**config.mk**
```make
export PLATFORM = sky130hd
export DESIGN_NAME = pattern_gen
export DESIGN_NICKNAME = d
export VERILOG_FILES = /design/src/rtl/pg_pkg.sv /design/src/rtl/pg_regs.sv /design/src/rtl/pg_mem.sv /design/src/rtl/pg_seq.sv /design/src/rtl/pattern_gen.sv
export SDC_FILE = /design/constraint.sdc
export NUM_CORES = 1
export LEC_CHECK = 0
export BUFFER_PORTS_ARGS = -buffer_cell sky130_fd_sc_hd__buf_2
export CORE_MARGIN = 8
export CORE_UTILIZATION = 44
export CTS_CLUSTER_SIZE = 12
export DETAILED_ROUTE_END_ITERATION = 8
export SKIP_CTS_REPAIR_TIMING = 1
export SLEW_MARGIN = 20
export SYNTH_ARGS = -nofsm -noshare
export SYNTH_HDL_FRONTEND = slang
export SYNTH_SLANG_ARGS = --single-unit
```
**constraint.sdc**
```tcl
create_clock -name clk -period 3.7 [get_ports clk]
set_input_delay 0.74 -clock clk [delete_from_list [all_inputs] [get_ports clk]]
set_output_delay 0.74 -clock clk [all_outputs]
set_load 0.01 [all_outputs]
```
**src/rtl/pg_pkg.sv**
```systemverilog
package pg_pkg;
    typedef enum logic [1:0] {
        ST_IDLE = 2'd0,
        ST_LOAD = 2'd1,
        ST_PLAY = 2'd2,
        ST_DONE = 2'd3
    } pg_state_t;

    localparam logic [1:0] PG_BANK   = 2'd1;
    localparam logic [3:0] ADR_CFG   = 4'd8;
    localparam logic [3:0] ADR_ARM   = 4'd9;
    localparam logic [3:0] ADR_DATA  = 4'd10;
    localparam logic [3:0] ADR_LOOPS = 4'd12;
    localparam logic [3:0] ADR_MASK  = 4'd13;
endpackage

```
**src/rtl/pg_regs.sv**
```systemverilog
module pg_regs
    import pg_pkg::*;
#(
    parameter int DATA_W = 8
) (
    input  logic              clk,
    input  logic              rst_n,
    input  logic              wr_en,
    input  logic [1:0]        wr_bank,
    input  logic [3:0]        wr_addr,
    input  logic [DATA_W-1:0] wr_data,
    output logic              en,
    output logic              load,
    output logic              load_start,
    output logic              data_we,
    output logic              start,
    output logic [DATA_W-1:0] loops,
    output logic [DATA_W-1:0] mask
);
    logic              sel;
    logic [DATA_W-1:0] cfg_q;
    logic              arm_q;

    assign sel        = wr_en && (wr_bank == PG_BANK);
    assign load_start = sel && (wr_addr == ADR_CFG) && wr_data[1];
    assign data_we    = sel && (wr_addr == ADR_DATA);
    assign start      = sel && (wr_addr == ADR_ARM) && !wr_data[0] && arm_q;
    assign en         = |cfg_q;
    assign load       = cfg_q[1];

    always_ff @(posedge clk) begin
        if (!rst_n) begin
            cfg_q <= '0;
            arm_q <= 1'b0;
            loops <= '0;
            mask  <= '0;
        end else if (sel) begin
            unique case (wr_addr)
                ADR_CFG:   cfg_q <= wr_data;
                ADR_ARM:   arm_q <= wr_data[0];
                ADR_LOOPS: loops <= wr_data;
                ADR_MASK:  mask  <= wr_data;
                default:   ;
            endcase
        end
    end
endmodule

```
**src/rtl/pg_mem.sv**
```systemverilog
module pg_mem #(
    parameter int DATA_W = 8,
    parameter int DEPTH  = 16
) (
    input  logic                       clk,
    input  logic                       rst_n,
    input  logic                       load_start,
    input  logic                       load,
    input  logic                       data_we,
    input  logic [DATA_W-1:0]          data_val,
    input  logic [$clog2(DEPTH)-1:0]   rd_addr,
    output logic [DATA_W-1:0]          rd_data,
    output logic [$clog2(DEPTH+1)-1:0] len
);
    localparam int AW = $clog2(DEPTH);
    localparam int PW = $clog2(DEPTH + 1);
    localparam logic [PW-1:0] FULL = PW'(DEPTH);

    logic [DATA_W-1:0] store [DEPTH];
    logic [PW-1:0]     wptr;
    logic              accept;

    assign accept  = data_we && load && (wptr < FULL);
    assign rd_data = store[rd_addr];
    assign len     = wptr;

    always_ff @(posedge clk) begin
        if (!rst_n)          wptr <= '0;
        else if (load_start) wptr <= '0;
        else if (accept)     wptr <= wptr + 1'b1;
    end

    always_ff @(posedge clk) begin
        if (accept) store[wptr[AW-1:0]] <= data_val;
    end

    assert_depth_cap_R3: assert property (@(posedge clk) disable iff (!rst_n)
        (data_we && load && wptr == FULL) |=> (wptr == FULL));

    assert_ignore_unloaded_R4: assert property (@(posedge clk) disable iff (!rst_n)
        (data_we && !load) |=> $stable(wptr));
endmodule

```
**src/rtl/pg_seq.sv**
```systemverilog
module pg_seq
    import pg_pkg::*;
#(
    parameter int DATA_W = 8,
    parameter int DEPTH  = 16
) (
    input  logic                       clk,
    input  logic                       rst_n,
    input  logic                       tick,
    input  logic                       en,
    input  logic                       load,
    input  logic                       start,
    input  logic [$clog2(DEPTH+1)-1:0] len,
    input  logic [DATA_W-1:0]          loops,
    input  logic [DATA_W-1:0]          rd_data,
    output logic [$clog2(DEPTH)-1:0]   rd_addr,
    output logic [DATA_W-1:0]          pat_q,
    output logic                       busy,
    output logic                       done
);
    localparam int AW = $clog2(DEPTH);
    localparam int PW = $clog2(DEPTH + 1);

    pg_state_t         state, state_n;
    logic [AW-1:0]     rptr;
    logic [DATA_W-1:0] pass;
    logic [PW-1:0]     last_idx;
    logic              at_last, final_pass;

    assign last_idx   = len - 1'b1;
    assign at_last    = (PW'(rptr) == last_idx);
    assign final_pass = (loops != '0) && (pass == loops - 1'b1);
    assign rd_addr    = rptr;
    assign busy       = (state == ST_PLAY);
    assign done       = (state == ST_DONE);

    always_comb begin
        state_n = state;
        if (!en)       state_n = ST_IDLE;
        else if (load) state_n = ST_LOAD;
        else begin
            unique case (state)
                ST_IDLE, ST_DONE: if (start && len != '0) state_n = ST_PLAY;
                ST_LOAD:          state_n = ST_IDLE;
                ST_PLAY:          if (tick && at_last && final_pass) state_n = ST_DONE;
            endcase
        end
    end

    always_ff @(posedge clk) begin
        if (!rst_n) state <= ST_IDLE;
        else        state <= state_n;
    end

    always_ff @(posedge clk) begin
        if (!rst_n) begin
            rptr  <= '0;
            pass  <= '0;
            pat_q <= '0;
        end else if (state_n == ST_IDLE || state_n == ST_LOAD) begin
            rptr  <= '0;
            pass  <= '0;
            pat_q <= '0;
        end else if (state != ST_PLAY && state_n == ST_PLAY) begin
            rptr  <= '0;
            pass  <= '0;
            pat_q <= '0;
        end else if (state == ST_PLAY && tick) begin
            pat_q <= rd_data;
            if (at_last) begin
                rptr <= '0;
                if (!final_pass) pass <= pass + 1'b1;
            end else begin
                rptr <= rptr + 1'b1;
            end
        end
    end

    assert_step_order_R6: assert property (@(posedge clk) disable iff (!rst_n)
        (state == ST_PLAY && tick && en && !load && !at_last) |=> (rptr == AW'($past(rptr) + 1'b1)));

    assert_disable_idle_R10: assert property (@(posedge clk) disable iff (!rst_n)
        !en |=> (!busy && !done && pat_q == '0));

    assert_load_abort_R11: assert property (@(posedge clk) disable iff (!rst_n)
        (en && load) |=> (state == ST_LOAD && pat_q == '0));

    assert_hold_no_tick_R12: assert property (@(posedge clk) disable iff (!rst_n)
        (state == ST_PLAY && !tick && en && !load) |=> $stable(pat_q));

    assert_empty_no_start_R13: assert property (@(posedge clk) disable iff (!rst_n)
        (state == ST_IDLE && en && !load && len == '0) |=> (state == ST_IDLE));
endmodule

```
**src/rtl/pattern_gen.sv**
```systemverilog
module pattern_gen #(
    parameter int DATA_W = 8,
    parameter int DEPTH  = 16
) (
    input  logic              clk,
    input  logic              rst_n,
    input  logic              tick,
    input  logic              wr_en,
    input  logic [1:0]        wr_bank,
    input  logic [3:0]        wr_addr,
    input  logic [DATA_W-1:0] wr_data,
    output logic [DATA_W-1:0] pat_out,
    output logic [DATA_W-1:0] pat_oe,
    output logic              busy,
    output logic              done
);
    localparam int AW = $clog2(DEPTH);
    localparam int PW = $clog2(DEPTH + 1);

    logic              en, load, load_start, data_we, start;
    logic [DATA_W-1:0] loops, mask, rd_data, pat_q;
    logic [AW-1:0]     rd_addr;
    logic [PW-1:0]     len;

    pg_regs #(.DATA_W(DATA_W)) u_regs (
        .clk(clk), .rst_n(rst_n), .wr_en(wr_en), .wr_bank(wr_bank),
        .wr_addr(wr_addr), .wr_data(wr_data), .en(en), .load(load),
        .load_start(load_start), .data_we(data_we), .start(start),
        .loops(loops), .mask(mask)
    );

    pg_mem #(.DATA_W(DATA_W), .DEPTH(DEPTH)) u_mem (
        .clk(clk), .rst_n(rst_n), .load_start(load_start), .load(load),
        .data_we(data_we), .data_val(wr_data), .rd_addr(rd_addr),
        .rd_data(rd_data), .len(len)
    );

    pg_seq #(.DATA_W(DATA_W), .DEPTH(DEPTH)) u_seq (
        .clk(clk), .rst_n(rst_n), .tick(tick), .en(en), .load(load),
        .start(start), .len(len), .loops(loops), .rd_data(rd_data),
        .rd_addr(rd_addr), .pat_q(pat_q), .busy(busy), .done(done)
    );

    assign pat_out = pat_q & mask;
    assign pat_oe  = mask;
endmodule

```
# Yosys cells after proc, flatten, opt, wreduce, memory -nomap -nowiden
# Memories as Yosys holds them, arrays and structs flattened. A register that Yosys moved wholly into a read port is not among the register bits.
# Index checks and enable logic that the tools add are counted.
[totals]
rom_bits = 0
ff_bits = 44
out_inout_bits = 18
inputBits = 18
ramBits = 128
latchBits = 0
mem_count = 1
[classes]
n_lt_le_gt_ge = 1
eq_ne = 14
multipliers = 0
muxes = 8
shifts = 0
n_reduce_logical = 30
bitwise = 3
addsub = 5
n_div = 0
[memory_table]
columns = ["memory", "depth", "width", "read_ports", "rd_ports_with_merged_regs", "wr", "line", "source"]
rows = [
  ["u_mem.store", 16, 8, 1, 1, 1, "pg_mem.sv:19", "logic [DATA_W-1:0] store [DEPTH];"],
]
[op_table]
columns = ["operator", "n"]
rows = [
  ["$eq 4x4->1 const B", 5],
  ["$logic_and 1x1->1", 15],
  ["$add 8x1->8 const B", 1],
  ["$and 8x8->8", 1],
  ["$eq 8x8->1", 1],
  ["$mux 2", 4],
  ["$reduce_and 2->1", 4],
  ["$reduce_bool 8->1", 1],
  ["$reduce_or 8->1", 1],
  ["$sub 8x1->8 const B", 1],
  ["$eq 2x1->1 const B", 3],
  ["$eq 2x2->1 const B", 3],
  ["$pmux 2 s3", 1],
  ["$add 5x1->5 const B", 1],
  ["$eq 4x5->1", 1],
  ["$lt 5x5->1 const B", 1],
  ["$reduce_bool 5->1", 1],
  ["$sub 5x1->5 const B", 1],
  ["$add 4x1->4 const B", 1],
  ["$logic_not 2->1", 2],
  ["$mux 4", 1],
  ["$reduce_or 2->1", 2],
  ["$reduce_and 3->1", 1],
  ["$reduce_or 3->1", 1],
  ["other kinds (5)", 7],
]

# Logic depth before layout (Yosys ltp)
[depth]
depth_word = 13
mapped_depth = 9
ltp_nobuf = 8

# Cells and area by module
# A second synthesis with hierarchy kept.
[unflattened]
hier_cells = 548
hier_area_um2 = 7830.0
[modules_own_cells]
columns = ["module", "area_each_um2", "instances", "cells_each"]
rows = [
  ["pg_mem", 5255.0, 1, 253],
  ["pg_seq", 1503.9, 1, 183],
  ["pg_regs", 1021.0, 1, 104],
  ["pattern_gen", 50.0, 1, 8],
]

# Least setup slack after synthesis
# Ideal clock, no wire load.
[synth_path]
path_kind = "in2reg"
from = "input port wr_bank[1]"
to = "memory u_mem.store[3][0] (enable)"
t_arrival_ns = 2.455
n_path_buf = 0
setup_time_ns = 0.383
required_ns = 3.317
stages = 5
slack_ns = 0.862
path_cell_list = "and4b_1 nand2b_1 nor4_2 nand2_1 nor3_1"
[synth_via]
elab_chain_cells = 7
[synth_rtl]
columns = ["item", "line", "source"]
rows = [
  ["start, declared", "pattern_gen.sv:9", "input logic [1:0] wr_bank,"],
  ["$eq 2x1->1", "pg_regs.sv:24", "assign sel = wr_en && (wr_bank == PG_BANK);"],
  ["$logic_and 1x1->1", "pg_regs.sv:24", ""],
  ["$logic_and 1x1->1", "pg_regs.sv:26", "assign data_we = sel && (wr_addr == ADR_DATA);"],
  ["$logic_and 1x1->1 (2 in series)", "pg_mem.sv:23", "assign accept = data_we && load && (wptr < FULL);"],
  ["$mux 1", "pg_mem.sv:34", "if (accept) store[wptr[AW-1:0]] <= data_val;"],
  ["$mux 1 (not written as such)", "pg_mem.sv:34", ""],
  ["end, declared", "pg_mem.sv:19", ""],
]
# No other way between the ends.

# Worst setup path in the final report
[layout_path]
from = "register u_mem.wptr[0] (netlist: u_mem.len[0])"
to = "register u_seq.pass[6]"
[layout_via]
elab_chain_cells = 11
elab_cells_between_ends = 18
cone_classes = "add/sub: 1; eq/ne: 3; mux: 5; reduce/logical: 9"
[layout_rtl]
columns = ["item", "line", "source"]
rows = [
  ["start, declared", "pg_mem.sv:20", "logic [PW-1:0] wptr;"],
  ["start signal, assigned", "pg_mem.sv:30", "else if (accept) wptr <= wptr + 1'b1;"],
  ["$sub 5x1->5 *", "pg_seq.sv:30", "assign last_idx = len - 1'b1;"],
  ["named net u_seq.last_idx[0]", "pg_seq.sv:27", "logic [PW-1:0] last_idx;"],
  ["$eq 4x5->1 *", "pg_seq.sv:31", "assign at_last = (PW'(rptr) == last_idx);"],
  ["$logic_and 1x1->1 (2 in series)", "pg_seq.sv:45", "ST_PLAY: if (tick && at_last && final_pass) state_n = ST_DONE;"],
  ["$mux 2", "pg_seq.sv:45", ""],
  ["$pmux 2 s3", "pg_seq.sv:42", "unique case (state)"],
  ["$mux 2", "pg_seq.sv:40", "else if (load) state_n = ST_LOAD;"],
  ["$mux 2", "pg_seq.sv:39", "if (!en) state_n = ST_IDLE;"],
  ["$eq 2x2->1, or another cell as far along", "pg_seq.sv:64", "end else if (state != ST_PLAY && state_n == ST_PLAY) begin"],
  ["$logic_and 1x1->1 or $logic_or 1x1->1 (tied branches)", "pg_seq.sv:64, pg_seq.sv:60", ""],
  ["$reduce_or 3->1 (no source line)", "-", ""],
  ["end signal, assigned", "pg_seq.sv:72", "if (!final_pass) pass <= pass + 1'b1;"],
  ["end, declared", "pg_seq.sv:26", "logic [DATA_W-1:0] pass;"],
]
# The timed path passes the listed nets; every way through them passes the cells marked *.
# A chain may end at the register's enable or synchronous reset.

==> results.cfg <==
[hold_path]
hp-start = u_seq.pat_q[1]
hold_depth = 2
hold_end = u_seq.pat_q[1]
hp-class = reg2reg

[setup_path]
timing.rr.start = u_mem.len[0]
slowest_stage = a2111oi_1
crit_path_max_fanout = 11
arrival_ps = 3090
cpLargestDelayFamily = compound AO/OA/AOI/OAI gates
cp_slowest_stage_delay_ps = 490
criticalPathCategory = reg2reg
crit_path_cell_trace = inv_1, ha_1, nand2b_1, o211a_1, o31ai_1, nand2_1, a2111oi_1, mux2i_1
crit_required_ps = 4060
rr_worst_depth = 8
endpoint_kind = flip-flop
critPathBufInv = 1
r2r_setup_slack_ps = 970
r2r_end = u_seq.pass[6]
cp-start-kind = flip-flop

[floorplanning]
coreArea_sq_um = 17300
io_pins = 36
initial_core_util_pct = 44.95
fp-row-count = 48
die_h_um = 148.9
fp.dieW_um = 148.9
die_area_sq_um = 22180

[synth]
synth_flop_cell = edfxtp_1
syn_area_per_cell_sq_um = 15.01
yosysTopAreaCell = edfxtp_1
syn_nets = 546
synth-async-reset-ratio_pct = 0
synth_top_area_share_pct = 49.44
synth-edff-count = 128
yosysWarnings = 0
synth.area.top_cells = edfxtp_1 49%, dfxtp_1 13%, mux4_2 12%
synth_cell_types = 55
synth-seq-cells = 180
netlist_area_sq_um = 7775
syn_inst = 518
yosysSeqAreaShare_pct = 62.83

[timing]
slew_headroom_pct = 39.48
fin_crit_ps = 2729
tightest_slew_ps = 907.9
finalHoldViolCount = 0
clock_skew_ps = 11.26
setup_viol = 0
fin_crit_sh_pct = 73.77
rsz0062_at_grt = false
setup-tns-final_ps = 0
slew_viol_final = 0
hold_ws_ps = 463.4
max_clock_freq_mhz = 366.4

[routing]
drt_iter0_markers = 392
wl_per_cell_um = 21.19
antenna_left = 0
vias_per_cell = 5.561
first_pass_iters = 7
vias = 4449
wirelength_um = 16950
drc_errors = 0

[clock_tree]
cts.sinks = 180
cts_tree = built
clk_pin_slew_ps = 70
clock_path_buffers = 2
htree_levels = 4
cts_buffers = 17
worstSkewPairLatency_ps = 430
root_buffer = clkbuf_16

[global_route]
grt_usage_pct = 16.14
grt_pass1_wl_um = 26550
grt_max_degree = 30
antenna_found_initial = 0
grt_pass1_vias = 4454
gr-total-overflow = 0

[placement]
portBuffers = 35
gp_congestion = 0.8158
hpwl_um = 11510

[flow_run]
cap_viol_max_count = 0

[pwr]
p_clk_share_pct = 43.1
p_int_mw = 3.048
irDropWorstVdd_mv = 0.3138
power_frac_comb_pct = 1.6
switching_share_pct = 21.77
p_per_area_nw_per_um2 = 445.3
p_leak_nw = 2.874
pwr-share-seq_pct = 55.3
switching_power_mw = 0.8484

[final_layout]
syn2layout_area_growth_pct = 12.55
fillers = 1473
drive_gt1_share_pct = 23.48
layout.nets = 590
diodes = 0

[outcome]
status = finished clean
## layer usage
layer	vias up	track usage (%)	wire [um]
li1	2058	-	-
met1	2256	22.49	7826
met2	121	24.66	8008
met3	14	4.248	938
met4	0	3.988	177
met5	-	0	0
## power groups by stage
stage	Sequential, mW	Combinational (mW)	Clock, mW
after global placement	2.20	0.0625	0
after detailed placement	2.20	0.0648	0
final	2.16	0.0635	1.68
after CTS	2.15	0.0648	1.71
after global routing	2.15	0.0689	1.79
after floorplan	2.20	0.0167	0
## worst max path at each step
stage | from | endpoint | slack, ps | cells past startpoint
after floorplan | wr_bank[1] | u_mem.store[3][0] | 860 | 5
after global placement | wr_bank[1] | u_mem.store[4][6] | 910 | 7
after detailed placement | wr_bank[1] | u_mem.store[4][6] | 860 | 7
after CTS | u_mem.len[0] | u_seq.pass[4] | 950 | 8
after global routing | u_mem.len[0] | u_seq.pass[6] | 740 | 8
final | u_mem.len[0] | u_seq.pass[6] | 970 | 8
## kinds of logic (layout without fill, tap and decap cells)
kind of cell	count (synthesis)	count (layout)	share of synthesized area, %
multiplexers	74	74	15.96
buffers and inverters	33	90	2.060
AND/OR/NAND/NOR	162	162	11.38
adder cells (fa/ha/maj)	10	10	1.609
AO/OA/AOI/OAI	41	41	4.039
flip-flops	180	180	62.83
XOR/XNOR	18	18	2.124
## synth_stat cells (all sizes together) (4+ instances only)
library cell and count:
a2111oi 4, a211oi 6, a21oi 15, and2 9
buf 12, clkbuf 10, dfxtp 52, edfxtp 128
ha 10, inv 11, mux2i 34, mux4 40
nand2 51, nand2b 12, nand3 11, nor2 24
nor2b 26, nor3 11, nor4 4, nor4b 4
xnor2 13, xor2 5
## registers in the layout, summed over array words and instances, names as in the netlist, 4 cells and up
signal	cells
u_regs.cfg_q	8
u_regs.loops	8
u_mem.len	5
u_seq.rd_addr	4
u_seq.pass	8
u_mem.store	128
u_seq.pat_q	8
u_regs.mask	8
## cell type report
| type | instances | area (sq um) | area share (%) |
|---|---|---|---|
| Sequential cell | 180 | 4886 | 55.83 |
| Multi-Input combinational cell | 305 | 2730 | 31.20 |
| Clock buffer | 17 | 425.4 | 4.861 |
| Tap cell | 225 | 281.5 | 3.217 |
| Timing Repair Buffer | 47 | 265.3 | 3.031 |
| Clock inverter | 15 | 121.4 | 1.387 |
| Inverter | 11 | 41.29 | 0.4718 |
## per-stage QoR
| stage | area [sq um] | instances | util [%] | power, mW | setup WS, ps |
|---|---|---|---|---|---|
| finish | 8751 | 800 | 50.59 | 3.897 | 970.7 |
| global route | 8751 | 800 | 50.59 | 4.008 | 742.0 |
| CTS | 8751 | 800 | 50.59 | 3.925 | 951.5 |
| detailed placement | 8204 | 768 | 47.43 | 2.265 | 861.4 |
| global placement | 8204 | 768 | 47.43 | 2.262 | 905.2 |
| floorplan | 7775 | 518 | - | 2.217 | 861.8 |
## cells in the final DEF (no fill, tap or decap), types with 3 or more instances in the layout
cell type and n:
edfxtp_1 128, buf_4 12, nand2_1 51, inv_6 5, mux2i_1 34, a211oi_1 5
and2_1 9, a21oi_1 14, nand3_1 11, nand2b_1 11, mux4_2 40, nor2_1 23
clkbuf_16 17, nor4b_1 3, xor2_1 4, nand4_1 3, xnor2_1 13, nor2b_1 26
clkinvlp_4 3, ha_1 10, nor3_2 3, a31oi_1 3, dfxtp_1 51, inv_8 3
buf_2 35, nor3_1 8, inv_1 11
## worst min-delay path, stage by stage, from the launching register on
cell	delay [ps]
dfxtp_1	310
nand2_1	50
a21oi_1	50
(Power assumes the default switching activity.)
